**config.mk**
```make
export PLATFORM = sky130hd
export DESIGN_NAME = cfgx_access_unit
export DESIGN_NICKNAME = d
export VERILOG_FILES = /design/src/rtl/cfgx_pkg.sv /design/src/rtl/cfgx_regfile.sv /design/src/rtl/cfgx_txn_seq.sv /design/src/rtl/cfgx_err_log.sv /design/src/rtl/cfgx_access_unit.sv
export SDC_FILE = /design/constraint.sdc
export NUM_CORES = 1
export LEC_CHECK = 0
export BUFFER_PORTS_ARGS = -buffer_cell sky130_fd_sc_hd__buf_2
export CORE_MARGIN = 4
export CORE_UTILIZATION = 63
export CTS_BUF_LIST = sky130_fd_sc_hd__clkbuf_8
export CTS_CLUSTER_SIZE = 10
export DETAILED_ROUTE_END_ITERATION = 12
export GPL_TIMING_DRIVEN = 0
export PLACE_DENSITY_LB_ADDON = 0.05
export SLEW_MARGIN = 10
export SYNTH_ARGS = -nofsm -noshare
export SYNTH_HDL_FRONTEND = slang
export SYNTH_SLANG_ARGS = --single-unit
```
**constraint.sdc**
```tcl
create_clock -name clk -period 8.01 [get_ports clk]
set_input_delay 1.602 -clock clk [delete_from_list [all_inputs] [get_ports clk]]
set_output_delay 1.602 -clock clk [all_outputs]
set_load 0.02 [all_outputs]
```
**src/rtl/cfgx_pkg.sv**
```systemverilog
package cfgx_pkg;
    localparam int DW         = 32;
    localparam int CMD_W      = 4;
    localparam int BE_W       = 4;
    localparam int BERR_W     = 2;
    localparam int HERR_W     = 1;
    localparam int LOC_WR_BIT = 16;
    localparam int LOC_BE_LSB = 20;
    localparam int CFG_BE_LSB = 4;
    localparam int LAST_WORD  = 10;
    localparam logic [DW-1:0] FLOAT_BUS = '1;

    // word index order is decoded by software, so it is kept
    typedef enum logic [3:0] {
        SEL_LCTL = 4'd0, SEL_LWD = 4'd1, SEL_LRD = 4'd2,
        SEL_CADR = 4'd3, SEL_CCMD = 4'd4, SEL_CWD = 4'd5, SEL_CRD = 4'd6,
        SEL_BST = 4'd7, SEL_BADR = 4'd8, SEL_HST = 4'd9, SEL_HADR = 4'd10,
        SEL_NONE = 4'd15
    } reg_sel_e;

    typedef enum logic [1:0] {SQ_IDLE, SQ_WAIT, SQ_DONE} seq_st_e;

    typedef struct packed {
        logic             is_local;
        logic             write;
        logic [CMD_W-1:0] cmd;
        logic [BE_W-1:0]  be_n;
        logic [DW-1:0]    addr;
        logic [DW-1:0]    wdata;
    } bus_txn_t;

    function automatic reg_sel_e sel_of(input logic [DW-1:0] off);
        if (off[1:0] != 2'b00 || off[DW-1:2] > 30'(LAST_WORD))
            return SEL_NONE;
        return reg_sel_e'(off[5:2]);
    endfunction
endpackage

```
**src/rtl/cfgx_regfile.sv**
```systemverilog
module cfgx_regfile
    import cfgx_pkg::*;
(
    input  logic          clk,
    input  logic          rst,
    input  logic          wr_en,
    input  reg_sel_e      wr_sel,
    input  logic [DW-1:0] wr_data,
    output logic [DW-1:0] loc_ctl,
    output logic [DW-1:0] loc_wdat,
    output logic [DW-1:0] cfg_addr,
    output logic [DW-1:0] cfg_cmd,
    output logic [DW-1:0] cfg_wdat
);
    localparam int NREG = 5;
    localparam reg_sel_e SLOT [NREG] = '{SEL_LCTL, SEL_LWD, SEL_CADR, SEL_CCMD, SEL_CWD};

    logic [DW-1:0] store [NREG];

    for (genvar g = 0; g < NREG; g++) begin : g_slot
        always_ff @(posedge clk) begin
            if (rst)
                store[g] <= '0;
            else if (wr_en && wr_sel == SLOT[g])
                store[g] <= wr_data;
        end
    end

    assign loc_ctl  = store[0];
    assign loc_wdat = store[1];
    assign cfg_addr = store[2];
    assign cfg_cmd  = store[3];
    assign cfg_wdat = store[4];
endmodule

```
**src/rtl/cfgx_txn_seq.sv**
```systemverilog
module cfgx_txn_seq
    import cfgx_pkg::*;
(
    input  logic              clk,
    input  logic              rst,
    input  logic              launch,
    input  bus_txn_t          launch_txn,
    output logic              busy,
    output logic              rd_done,
    output logic [DW-1:0]     rd_data,
    output logic              bus_req,
    output bus_txn_t          bus_txn,
    input  logic              bus_rsp,
    input  logic [BERR_W-1:0] bus_err,
    input  logic [DW-1:0]     bus_rdata,
    output logic [BERR_W-1:0] evt_err,
    output logic [DW-1:0]     evt_addr
);
    seq_st_e       st;
    bus_txn_t      txn_q;
    logic [DW-1:0] rd_q;

    always_ff @(posedge clk) begin
        if (rst) begin
            st    <= SQ_IDLE;
            txn_q <= '0;
            rd_q  <= '0;
        end else begin
            case (st)
                SQ_IDLE: if (launch) begin
                    txn_q <= launch_txn;
                    st    <= SQ_WAIT;
                end
                SQ_WAIT: if (bus_rsp) begin
                    if (txn_q.write) begin
                        st <= SQ_IDLE;
                    end else begin
                        st   <= SQ_DONE;
                        rd_q <= (|bus_err) ? FLOAT_BUS : bus_rdata;
                    end
                end
                default: st <= SQ_IDLE;
            endcase
        end
    end

    assign busy     = (st != SQ_IDLE);
    assign rd_done  = (st == SQ_DONE);
    assign rd_data  = rd_q;
    assign bus_req  = (st == SQ_WAIT);
    assign bus_txn  = txn_q;
    assign evt_err  = (bus_req && bus_rsp) ? bus_err : '0;
    assign evt_addr = txn_q.addr;

    p_hold_r11: assert property (@(posedge clk) disable iff (rst)
        bus_req && !bus_rsp |=> bus_req && $stable(bus_txn));
    p_drop_r11: assert property (@(posedge clk) disable iff (rst)
        bus_req && bus_rsp |=> !bus_req);
    p_float_r7: assert property (@(posedge clk) disable iff (rst)
        bus_req && bus_rsp && (|bus_err) && !bus_txn.write |=> rd_done && rd_data == FLOAT_BUS);
endmodule

```
**src/rtl/cfgx_err_log.sv**
```systemverilog
module cfgx_err_log #(
    parameter int W  = 1,
    parameter int AW = 32
) (
    input  logic          clk,
    input  logic          rst,
    input  logic [W-1:0]  set,
    input  logic [AW-1:0] set_addr,
    input  logic          clr_en,
    input  logic [W-1:0]  clr_mask,
    output logic [W-1:0]  status,
    output logic [AW-1:0] addr
);
    logic [W-1:0] eff_clr;
    logic [W-1:0] kept;
    logic         free;

    assign eff_clr = clr_en ? clr_mask : '0;
    assign kept    = status & ~eff_clr;
    assign free    = (kept == '0);

    always_ff @(posedge clk) begin
        if (rst) begin
            status <= '0;
            addr   <= '0;
        end else begin
            status <= kept | set;
            if ((|set) && free)
                addr <= set_addr;
        end
    end

    p_set_wins_r9: assert property (@(posedge clk) disable iff (rst)
        (|set) |=> (status & $past(set)) == $past(set));
    p_w1c_r9: assert property (@(posedge clk) disable iff (rst)
        clr_en && !(|set) |=> (status & $past(eff_clr)) == '0);
    p_addr_keep_r8: assert property (@(posedge clk) disable iff (rst)
        !free |=> addr == $past(addr));
endmodule

```
**src/rtl/cfgx_access_unit.sv**
```systemverilog
module cfgx_access_unit
    import cfgx_pkg::*;
#(
    parameter int HADDR_W   = 8,
    parameter int LOC_OFF_W = 8
) (
    input  logic               clk,
    input  logic               rst,
    input  logic               hst_req,
    input  logic               hst_we,
    input  logic [HADDR_W-1:0] hst_addr,
    input  logic [31:0]        hst_wdata,
    output logic               hst_ready,
    output logic [31:0]        hst_rdata,
    output logic               bus_req,
    output logic               bus_local,
    output logic               bus_write,
    output logic [3:0]         bus_cmd,
    output logic [3:0]         bus_be_n,
    output logic [31:0]        bus_addr,
    output logic [31:0]        bus_wdata,
    input  logic               bus_rsp,
    input  logic [1:0]         bus_err,
    input  logic [31:0]        bus_rdata
);
    localparam int OFF_PAD = DW - HADDR_W;
    localparam int LOC_PAD = DW - LOC_OFF_W;

    logic [DW-1:0]     off;
    reg_sel_e          sel;
    logic [DW-1:0]     loc_ctl, loc_wdat, cfg_addr, cfg_cmd, cfg_wdat;
    logic              busy, rd_done, launch, trig_w, trig_r, acc, wr_acc, to_local;
    logic [DW-1:0]     rd_data, evt_addr;
    logic [BERR_W-1:0] evt_err, bst;
    logic [HERR_W-1:0] hst_st;
    logic [DW-1:0]     badr, hadr;
    bus_txn_t          launch_txn, txn;

    assign off = {{OFF_PAD{1'b0}}, hst_addr};
    assign sel = sel_of(off);

    assign trig_w = hst_we && (sel == SEL_CWD || (sel == SEL_LWD && loc_ctl[LOC_WR_BIT]));
    assign trig_r = !hst_we && (sel == SEL_CRD || sel == SEL_LRD);

    always_comb begin
        if (!hst_req)    hst_ready = 1'b0;
        else if (trig_w) hst_ready = !busy;
        else if (trig_r) hst_ready = rd_done;
        else             hst_ready = 1'b1;
    end

    assign launch = hst_req && !busy && (trig_w || trig_r);
    assign acc    = hst_req && hst_ready;
    assign wr_acc = acc && hst_we;

    assign to_local = (sel == SEL_LWD || sel == SEL_LRD);
    always_comb begin
        launch_txn.is_local = to_local;
        launch_txn.write    = hst_we;
        launch_txn.cmd      = to_local ? '0 : cfg_cmd[CMD_W-1:0];
        launch_txn.be_n     = to_local ? loc_ctl[LOC_BE_LSB +: BE_W] : cfg_cmd[CFG_BE_LSB +: BE_W];
        launch_txn.addr     = to_local ? {LOC_PAD'(0), loc_ctl[LOC_OFF_W-1:2], 2'b00} : cfg_addr;
        launch_txn.wdata    = hst_wdata;
    end

    cfgx_regfile u_regs (
        .clk(clk), .rst(rst), .wr_en(wr_acc), .wr_sel(sel), .wr_data(hst_wdata),
        .loc_ctl(loc_ctl), .loc_wdat(loc_wdat), .cfg_addr(cfg_addr),
        .cfg_cmd(cfg_cmd), .cfg_wdat(cfg_wdat)
    );

    cfgx_txn_seq u_seq (
        .clk(clk), .rst(rst), .launch(launch), .launch_txn(launch_txn),
        .busy(busy), .rd_done(rd_done), .rd_data(rd_data),
        .bus_req(bus_req), .bus_txn(txn),
        .bus_rsp(bus_rsp), .bus_err(bus_err), .bus_rdata(bus_rdata),
        .evt_err(evt_err), .evt_addr(evt_addr)
    );

    cfgx_err_log #(.W(BERR_W), .AW(DW)) u_bus_err (
        .clk(clk), .rst(rst), .set(evt_err), .set_addr(evt_addr),
        .clr_en(wr_acc && sel == SEL_BST), .clr_mask(hst_wdata[BERR_W-1:0]),
        .status(bst), .addr(badr)
    );

    cfgx_err_log #(.W(HERR_W), .AW(DW)) u_hst_err (
        .clk(clk), .rst(rst), .set({HERR_W{acc && sel == SEL_NONE}}), .set_addr(off),
        .clr_en(wr_acc && sel == SEL_HST), .clr_mask(hst_wdata[HERR_W-1:0]),
        .status(hst_st), .addr(hadr)
    );

    assign bus_local = txn.is_local;
    assign bus_write = txn.write;
    assign bus_cmd   = txn.cmd;
    assign bus_be_n  = txn.be_n;
    assign bus_addr  = txn.addr;
    assign bus_wdata = txn.wdata;

    always_comb begin
        case (sel)
            SEL_LCTL:         hst_rdata = loc_ctl;
            SEL_LWD:          hst_rdata = loc_wdat;
            SEL_CADR:         hst_rdata = cfg_addr;
            SEL_CCMD:         hst_rdata = cfg_cmd;
            SEL_CWD:          hst_rdata = cfg_wdat;
            SEL_LRD, SEL_CRD: hst_rdata = rd_data;
            SEL_BST:          hst_rdata = {{(DW-BERR_W){1'b0}}, bst};
            SEL_BADR:         hst_rdata = badr;
            SEL_HST:          hst_rdata = {{(DW-HERR_W){1'b0}}, hst_st};
            SEL_HADR:         hst_rdata = hadr;
            default:          hst_rdata = '0;
        endcase
    end

    p_host_err_r10: assert property (@(posedge clk) disable iff (rst)
        hst_req && sel == SEL_NONE |=> hst_st[0]);
    p_stall_busy_r11: assert property (@(posedge clk) disable iff (rst)
        bus_req && hst_req && trig_w |-> !hst_ready);
endmodule

```
==> flow_summary.json, run 1 <==
{
  "startpoint_type": "input port",
  "grt_pass1_wl_mm": 64.80,
  "vias": 11670,
  "cts_tree": "yes",
  "clkTransAtPathRegs_ps": 60,
  "clock_latency_ps": 580,
  "avgSynthCellArea_um2": 9.988,
  "period_needed_ps": 6745,
  "synth_warnings": 0,
  "slew_headroom_pct": 29.94,
  "yosys-top-cells-area": "edfxtp_1, dfxtp_1, nor2_1",
  "cp_data_required_time_ps": 6410,
  "hp-class": "register to register",
  "root_buffer": "clkbuf_8",
  "dr.pass1.iters": 6,
  "worstSetupPathType": "input port to output pin",
  "worstMarginPinSlew_ps": 1047,
  "grt_overflow": 0,
  "rsz0062_at_grt": "no",
  "setup_slack_ps": 1265,
  "critPathSlowestCell": "buf_1",
  "cts.repair.resized": 0,
  "crit_fanout": 10,
  "ios": 187,
  "syn2layout_area_growth_pct": 17.28,
  "core_mm2": 0.02109,
  "initial_core_util_pct": 64.09,
  "die_height_um": 154.5,
  "worstPathCellList": "buf_2 > clkbuf_1 > buf_1 > buf_1 > clkbuf_1 > o21ai_0 > a21o_1 > buf_2",
  "synth-edff-count": 160,
  "p_per_area_mw_per_mm2": 205.4,
  "cellLeakagePower_nw": 5.762,
  "layoutNonFillerInstCount": 1903,
  "die_area_mm2": 0.02386,
  "synthArstFlopShare_pct": 0,
  "syn_area_mm2": 0.01351,
  "synth_top_area_share_pct": 35.55,
  "endpoint_kind": "output pin",
  "dr.first_iter.drc_count": 1540,
  "status": "finished, final reports clean",
  "holdWs_ps": 449.3,
  "ys_ff_latch": 311,
  "numCtsBuffers": 50,
  "utilization_pct": 75.16,
  "htreeDepth": 2,
  "fmax_mhz": 148.3,
  "fin_setup_tns_ps": 0,
  "cts_setup_buffers": 0,
  "hold_buffers": 0,
  "peakVddDrop_uv": 164.3,
  "yosys.cell_types.count": 51,
  "dominantRegCellSynth": "edfxtp_1",
  "finClkSkew_ps": 15.47,
  "clock_sinks": 311,
  "rrSetupSlack_ps": 5190,
  "slew_violations": 0,
  "cts_max_path_buffers": 3,
  "num_rows": 53,
  "port_buffers": 180,
  "die_x_um": 154.5,
  "drive_gt1_share_pct": 19.16,
  "avgRoutedWirePerCell_um": 22.90,
  "final_area_mm2": 0.01585,
  "yosysMostFrequentCell": "nor2_1",
  "ant_nets": 0,
  "setup_viol": 0,
  "viasPerCell": 6.133,
  "syn_nets": 1432,
  "post-dp-hpwl_mm": 32.04,
  "synthCells": 1353,
  "grt_pass1_vias": 11180,
  "period_share_pct": 84.21,
  "dp.cells": 1813,
  "grt_usage_pct": 35.60,
  "cpPeakStageDelay_ps": 810,
  "yosysSeqAreaShare_pct": 57.92,
  "antenna_found_initial": 0,
  "wirelength_mm": 43.57,
  "power_mw": 3.255,
  "synth_top_area_cell": "edfxtp_1",
  "maxCapViolCount": 0,
  "dpl_worst_slack_ps": 1489,
  "worstPathArrival_ps": 5140,
  "drc": 0,
  "fin_nets": 1669,
  "antenna_cells": 0,
  "post_dp_cell_area_mm2": 0.01489,
  "grt_max_degree": 29,
  "timing_hold_violations_final": 0,
  "place.gp.congestion": 0.9627,
  "synth_commonest_cells": "nor2_1, nand2_1, edfxtp_1, dfxtp_1, a21oi_1"
}
==> layout by cell type (no fill, tap or decap), types with 7 or more instances in the layout <==
master and n:
buf_1 8, a22oi_1 76, nor2_1 263, clkbuf_8 61, nor2b_1 16, nand2_1 162
edfxtp_1 160, nand2b_1 37, nand3_1 21, nand3b_1 8, inv_1 21, a32oi_1 7
o22ai_1 19, dfxtp_1 151, nor2_4 30, a21oi_1 97, mux2_2 12, a211oi_1 42
buf_2 185, clkbuf_1 96, mux2i_1 40, o21ai_0 36
==> final cells by class <==
cell class | instances | area, um^2
Clock buffer | 61 | 839.6
Sequential cell | 311 | 7828
Inverter | 1 | 3.754
Tap cell | 275 | 344.1
Timing Repair Buffer | 185 | 1016
Fill cell | 1530 | 5239
Clock inverter | 29 | 122.6
Buffer | 114 | 498.0
Multi-Input combinational cell | 927 | 5197
==> critical path: cells and delay by family <==
| family | cells | cell delay [ps] |
|---|---|---|
| buffers and inverters | 6 | 2790 |
| AO/OA/AOI/OAI | 2 | 750 |
==> report_power, final <==
| group | total [mW] | internal [mW] | leakage, nW | switching (mW) |
|---|---|---|---|---|
| registers | 1.73 | 1.71 | 2.82 | 0.0212 |
| clock network | 1.32 | 0.686 | 0.567 | 0.633 |
| logic | 0.207 | 0.0624 | 2.38 | 0.144 |
| total | 3.25 | 2.46 | 5.76 | 0.798 |
==> path summary, 6_finish.rpt <==
check,from,end,cells after the start
hold / removal,u_bus_err.addr[12]$_SDFFE_PP0P_,u_bus_err.addr[12]$_SDFFE_PP0P_,2
setup reg to reg,u_regs.store[0][16]$_SDFFCE_PN0P_,u_seq.bus_txn[27]$_SDFFE_PP0P_,7
setup / recovery,hst_addr[3],hst_rdata[9],8
hold reg to reg,u_bus_err.addr[12]$_SDFFE_PP0P_,u_bus_err.addr[12]$_SDFFE_PP0P_,2
==> sequential cells by signal, indices dropped and copies added, names as in the netlist <==
name and count:
u_bus_err.addr 32, u_seq.evt_addr 32, u_hst_err.status 1, u_seq.rd_data 32
u_regs.store 160, u_hst_err.addr 8, u_seq.bus_txn 42, u_seq.st 2
u_bus_err.status 2
==> cell families (layout without fill, tap and decap cells) <==
logic type	count (synthesis)	count (layout)	share of synthesized area, %
AO/OA/AOI/OAI	310	310	14.88
flip-flops	311	311	57.92
buffers and inverters	115	390	3.713
AND/OR/NAND/NOR	564	564	19.36
multiplexers	53	53	4.129
==> routing by layer <==
metal  routed length [um]  vias to the layer above  global-route usage [%]
li1                     -                     5268                       -
met1                17000                     5418                   48.86
met2                19090                      858                   54.87
met3                 5759                      127                   8.870
met4                 1719                        0                   14.17
met5                    0                        -                       0
Note: power is estimated with default switching activity, not from simulation.
==> run 2: changes to the inputs <==
--- a/config.mk
+++ b/config.mk
@@ -7,7 +7,7 @@
 export LEC_CHECK = 0
 export BUFFER_PORTS_ARGS = -buffer_cell sky130_fd_sc_hd__buf_2
 export CORE_MARGIN = 4
-export CORE_UTILIZATION = 63
+export CORE_UTILIZATION = 54
 export CTS_BUF_LIST = sky130_fd_sc_hd__clkbuf_8
 export CTS_CLUSTER_SIZE = 10
 export DETAILED_ROUTE_END_ITERATION = 12
==> constraint.sdc (replaced) <==
create_clock -name clk -period 5.7 [get_ports clk]
set_input_delay 1.14 -clock clk [delete_from_list [all_inputs] [get_ports clk]]
set_output_delay 1.14 -clock clk [all_outputs]
set_load 0.02 [all_outputs]
==> flow_summary.json, run 2 (synthesis results as in run 1) <==
{
  "die_area_mm2": 0.02762,
  "cts_setup_buffers": 0,
  "grt_overflow": 0,
  "drive_gt1_share_pct": 19.21,
  "hold_buffers": 0,
  "cp_num_buf_inv": 4,
  "clock_sinks": 311,
  "fin_nets": 1668,
  "antenna_cells": 0,
  "final_common_cell": "nor2_1",
  "die_height_um": 166.2,
  "critPathSlowestCell": "nor2_1",
  "combinationalPowerShare_pct": 6.4,
  "grt_usage_pct": 31.82,
  "initial_core_util_pct": 55.25,
  "setup_slack_ps": 244.8,
  "startpoint_type": "input port",
  "switching_share_pct": 24.93,
  "p_per_area_mw_per_mm2": 285.3,
  "endpoint_kind": "output pin",
  "worstMarginPinSlew_ps": 1029,
  "wirelength_mm": 44.98,
  "cpPeakStageDelay_ps": 780,
  "syn2layout_area_growth_pct": 17.50,
  "root_buffer": "clkbuf_8",
  "dp.cells": 1862,
  "period_needed_ps": 5455,
  "final_area_mm2": 0.01588,
  "worstPathCellList": "buf_2 > or4_4 > buf_6 > nor2_1 > and3_1 > clkbuf_1 > a21oi_1 > o21ai_0 > buf_2",
  "viasPerCell": 5.876,
  "crit_fanout": 10,
  "nFillCells": 2040,
  "ios": 187,
  "clkTransAtPathRegs_ps": 60,
  "power_switching_mw": 1.130,
  "core_mm2": 0.02446,
  "utilization_pct": 64.91,
  "grt_max_degree": 29,
  "ant_nets": 0,
  "drc": 0,
  "dpl_worst_slack_ps": -31.41,
  "cts_max_path_buffers": 3,
  "numCtsBuffers": 50,
  "port_buffers": 180,
  "timing_hold_violations_final": 0,
  "internal-power_mw": 3.401,
  "cellLeakagePower_nw": 5.746,
  "post-dp-hpwl_mm": 33.20,
  "final_cell_mix": "nor2_1, buf_2, nand2_1",
  "worst_path_dominant_cell_family": "simple AND/OR/NAND/NOR gates",
  "avgRoutedWirePerCell_um": 23.03,
  "largest-register": "u_regs.store",
  "cts_tree": "yes",
  "rsz0062_at_grt": "no",
  "die_x_um": 166.2,
  "power_frac_clock_pct": 39.9,
  "grt_pass1_wl_mm": 67.70,
  "finClkSkew_ps": 20.02,
  "worstSetupPathType": "input port to output pin",
  "maxCapViolCount": 0,
  "slew_violations": 0,
  "power_mw": 4.531,
  "post_dp_cell_area_mm2": 0.01494,
  "antenna_found_initial": 0,
  "setup_viol": 0,
  "largest_reg_flops": 160,
  "slew_headroom_pct": 31.12,
  "p_seq_share_pct": 53.6,
  "cp_data_required_time_ps": 4560,
  "layoutNonFillerInstCount": 1953,
  "fmax_mhz": 183.3,
  "hp-class": "register to register",
  "period_share_pct": 95.71,
  "place.gp.congestion": 0.9128,
  "cpMostUsedCell": "buf_2",
  "dr.first_iter.drc_count": 1359,
  "peakVddDrop_uv": 176.9,
  "htreeDepth": 2,
  "vias": 11480,
  "status": "finished, final reports clean",
  "worstPathArrival_ps": 4320,
  "clock_latency_ps": 580,
  "dr.pass1.iters": 6,
  "grt_pass1_vias": 11120,
  "num_rows": 57
}
-- run 2: per-stage QoR --
stage / hold WS [ps] / TNS (ps)
2_1_floorplan: 431.5 / 0
3_3_place_gp: 436.8 / -23.13
3_5_place_dp: 443.3 / -58.27
4_1_cts: 451.1 / 0
5_1_grt: 465.3 / 0
6_report: 448.2 / 0
-- run 2: final timing paths --
path / start / to / slack, ps / depth (start not counted)
setup / recovery: hst_addr[7] / hst_rdata[10] / 240 / 9
hold / removal: u_seq.bus_txn[8]$_SDFFE_PP0P_ / u_seq.bus_txn[8]$_SDFFE_PP0P_ / 450 / 2
setup reg to reg: u_regs.store[0][16]$_SDFFCE_PN0P_ / u_seq.bus_txn[73]$_SDFFE_PP0P_ / 2910 / 7
hold reg to reg: u_seq.bus_txn[8]$_SDFFE_PP0P_ / u_seq.bus_txn[8]$_SDFFE_PP0P_ / 450 / 2
-- run 2: worst min-delay path, cell delays in order (launching register included) --
cell and delay [ps]:
dfxtp_1 300, nand2_1 50, a21oi_1 50
-- run 2: area by class of cell --
| type | instances | area, um^2 | area share, % |
|---|---|---|---|
| Multi-Input combinational cell | 927 | 5197 | 32.73 |
| Clock buffer | 57 | 784.5 | 4.941 |
| Sequential cell | 311 | 7828 | 49.29 |
| Tap cell | 324 | 405.4 | 2.553 |
| Clock inverter | 35 | 150.1 | 0.9456 |
| Inverter | 1 | 3.754 | 0.02364 |
| Buffer | 113 | 501.7 | 3.160 |
| Timing Repair Buffer | 185 | 1008 | 6.351 |
-- run 2: timing repair --
item,4_1_cts,5_1_grt
resized for setup,2,0
endpoints found under the setup margin,3,3
endpoints found under the hold margin,0,0
-- run 2: metal layers --
layer,track usage [%],wire [um],vias to the layer above
li1,-,-,5255
met1,45.29,19210,5398
met2,47.27,19290,716
met3,8.831,5043,107
met4,10.76,1431,0
met5,0,0,-
-- run 2: power groups by stage --
| stage | Combinational, mW | Clock (mW) | Sequential, mW |
|---|---|---|---|
| 5_1_grt | 0.312 | 1.93 | 2.43 |
| 6_report | 0.292 | 1.81 | 2.43 |
| 2_1_floorplan | 0.158 | 0 | 2.46 |
| 3_5_place_dp | 0.285 | 0 | 2.48 |
| 3_3_place_gp | 0.273 | 0 | 2.48 |
| 4_1_cts | 0.287 | 1.81 | 2.43 |
==> run 3: changes to the inputs <==
--- a/config.mk
+++ b/config.mk
@@ -7,7 +7,7 @@
 export LEC_CHECK = 0
 export BUFFER_PORTS_ARGS = -buffer_cell sky130_fd_sc_hd__buf_2
 export CORE_MARGIN = 4
-export CORE_UTILIZATION = 54
+export CORE_UTILIZATION = 55
 export CTS_BUF_LIST = sky130_fd_sc_hd__clkbuf_8
 export CTS_CLUSTER_SIZE = 10
 export DETAILED_ROUTE_END_ITERATION = 12
@@ -16,4 +16,5 @@
 export SLEW_MARGIN = 10
 export SYNTH_ARGS = -nofsm -noshare
 export SYNTH_HDL_FRONTEND = slang
+export SYNTH_HIERARCHICAL = 1
 export SYNTH_SLANG_ARGS = --single-unit
==> flow_summary.json, run 3 <==
{
  "synth_commonest_cells": "dfxtp_1, nand2_1, edfxtp_1, and3_1, nand2b_1",
  "core_mm2": 0.02870,
  "crit_fanout": 10,
  "power_switching_mw": 1.313,
  "p_seq_share_pct": 49.9,
  "nFillCells": 2396,
  "cellLeakagePower_nw": 7.730,
  "critPathSlowestCell": "buf_1",
  "cts_max_path_buffers": 3,
  "fin_nets": 1848,
  "clkTransAtPathRegs_ps": 60,
  "grt_pass1_vias": 12830,
  "combinationalPowerShare_pct": 7.6,
  "endpoint": "hst_rdata[1]",
  "r2r-start": "u_regs/store[0][16]$_SDFFCE_PN0P_",
  "dominantRegCellSynth": "dfxtp_1",
  "numCtsBuffers": 53,
  "wirelength_mm": 58.95,
  "ant_nets": 0,
  "largest-register": "u_regs/store",
  "startpoint_type": "input port",
  "dr.first_iter.drc_count": 1871,
  "die_height_um": 178.7,
  "drt-met1-wl_mm": 24.12,
  "yosys.cell_types.count": 74,
  "cp_data_required_time_ps": 4560,
  "die_x_um": 178.7,
  "initial_core_util_pct": 55.82,
  "viasPerCell": 6.145,
  "r2r_end": "u_regs/store[0][3]$_SDFFCE_PN0P_",
  "grt_usage_pct": 36.11,
  "maxCapViolCount": 0,
  "slew_violations": 0,
  "synth_top_area_share_pct": 29.99,
  "final_cell_mix": "buf_2, dfxtp_1, nand2_1",
  "synthCells": 1504,
  "place.gp.congestion": 0.9870,
  "reg2regPathDepth": 5,
  "yosysSeqAreaShare_pct": 51.85,
  "root_buffer": "clkbuf_8",
  "vias": 13500,
  "antenna_found_initial": 2,
  "worstPathArrival_ps": 3910,
  "num_rows": 62,
  "multi_input_area_mm2": 0.006750,
  "ios": 187,
  "hold_buffers": 0,
  "period_needed_ps": 5048,
  "peakVddDrop_uv": 188.1,
  "switching_share_pct": 24.76,
  "status": "finished, final reports clean",
  "rsz0062_at_grt": "no",
  "yosys-top-cells-area": "edfxtp_1, dfxtp_1, mux2i_1",
  "fin_setup_tns_ps": 0,
  "wl_met3_mm": 6.801,
  "grt_max_degree": 33,
  "die_area_mm2": 0.03192,
  "syn_area_mm2": 0.01602,
  "period_share_pct": 88.57,
  "largest_reg_flops": 160,
  "drive_gt1_share_pct": 22.95,
  "regArea_mm2": 0.008308,
  "post_dp_cell_area_mm2": 0.01755,
  "port_buffers": 186,
  "yosysMostFrequentCell": "dfxtp_1",
  "utilization_pct": 65.35,
  "antenna_cells": 0,
  "cts_setup_buffers": 0,
  "final_common_cell": "buf_2",
  "drc": 0,
  "holdWs_ps": 452.1,
  "cp-startpoint": "hst_addr[3]",
  "endpoint_kind": "output pin",
  "hp-class": "register to register",
  "setup_viol": 0,
  "power_frac_clock_pct": 42.5,
  "worstPathCellList": "buf_2 > buf_4 > buf_2 > buf_1 > mux2i_1 > nor3_1 > a221oi_1 > o21ai_0 > buf_2",
  "synth-edff-count": 160,
  "final_area_mm2": 0.01876,
  "dr.pass1.iters": 7,
  "cpMostUsedCell": "buf_2",
  "rrSetupSlack_ps": 2830,
  "finClkSkew_ps": 30.55,
  "internal-power_mw": 3.989,
  "cpPeakStageDelay_ps": 750,
  "clock_latency_ps": 600,
  "hold_depth": 2,
  "slew_headroom_pct": 19.18,
  "htreeDepth": 2,
  "synth_top_area_cell": "edfxtp_1",
  "avgSynthCellArea_um2": 10.65,
  "grt_overflow": 0,
  "syn2layout_area_growth_pct": 17.07,
  "power_mw": 5.301,
  "worstMarginPinSlew_ps": 1210,
  "synthArstFlopShare_pct": 0,
  "worstSetupPathType": "input port to output pin",
  "cts.repair.resized": 0,
  "grt_pass1_wl_mm": 83.86,
  "clock_sinks": 335,
  "ys_ff_latch": 335,
  "p_per_area_mw_per_mm2": 282.6,
  "fmax_mhz": 198.1,
  "synth_warnings": 6,
  "highest_layer": "met5",
  "avgRoutedWirePerCell_um": 26.83,
  "wl_met2_mm": 25.94,
  "cts_tree": "yes",
  "timing_hold_violations_final": 0,
  "post-dp-hpwl_mm": 44.16
}
## run 3: cell types whose count changed after synthesis, sizes merged, moves of 32 or more
cell,previous run,this run
o221a,0,32
buf,18,88
a211oi,42,3
and3,3,163
nor2,293,20
nand2b,42,135
a22oi,76,21
mux2i,40,100
## run 3: final cells by class
class                   count  share of cell area (%)
plain buffers             166                   5.490
clock buffers              71                   5.210
clock inverters            28                   1.234
inverters                   9                  0.1801
multi-input cells        1017                   35.99
flip-flops and latches    335                   44.29
well taps                 384                   2.562
repair buffers            187                   5.043
## run 3: how the worst min path moves through the flow
stage	startpoint	end	slack, ps
6_report	u_seq/bus_txn[28]$_SDFFE_PP0P_	u_seq/bus_txn[28]$_SDFFE_PP0P_	450
5_1_grt	u_seq/bus_txn[67]$_SDFFE_PP0P_	u_seq/bus_txn[67]$_SDFFE_PP0P_	470
4_1_cts	u_seq/bus_txn[28]$_SDFFE_PP0P_	u_seq/bus_txn[28]$_SDFFE_PP0P_	450
3_5_place_dp	u_seq/bus_txn[21]$_SDFFE_PP0P_	u_seq/bus_txn[21]$_SDFFE_PP0P_	440
3_3_place_gp	u_seq/bus_txn[21]$_SDFFE_PP0P_	u_seq/bus_txn[21]$_SDFFE_PP0P_	440
2_1_floorplan	u_hst_err/addr[3]$_SDFFE_PP0P_	u_hst_err/addr[3]$_SDFFE_PP0P_	440
## run 3: power by group through the flow
stage	clock [mW]	combinational, mW	sequential, mW
after floorplan	0	0.218	2.66
after global placement	0	0.385	2.69
after detailed placement	0	0.389	2.69
after CTS	2.27	0.391	2.64
after global routing	2.38	0.419	2.65
final	2.25	0.404	2.64
## run 3: through the flow
step	std cells	setup slack, ps
CTS	2197	766.8
finish	2197	651.6
detailed placement	2098	777.3
global route	2197	676.7
floorplan	1527	1624
global placement	2097	431.7
## run 3: critical path: cells and delay by family
kind                   cells  cell delay, ps
and+or+nand+nor            1              90
buffers and inverters      5            1740
AOI/OAI and AO/OA          2             520
muxes                      1             410
## run 3: cells by family after synthesis
logic type / synth area share [%]
compound gates: 12.19
simple gates: 20.94
buf+inv: 6.638
mux: 8.356
flops: 51.85
other cells: 0.02341
## run 3: per-layer routing
metal,track usage [%],vias to the layer above
li1,-,5943
met1,51.70,6529
met2,55.26,885
met3,7.634,142
met4,11.54,2
met5,0,-
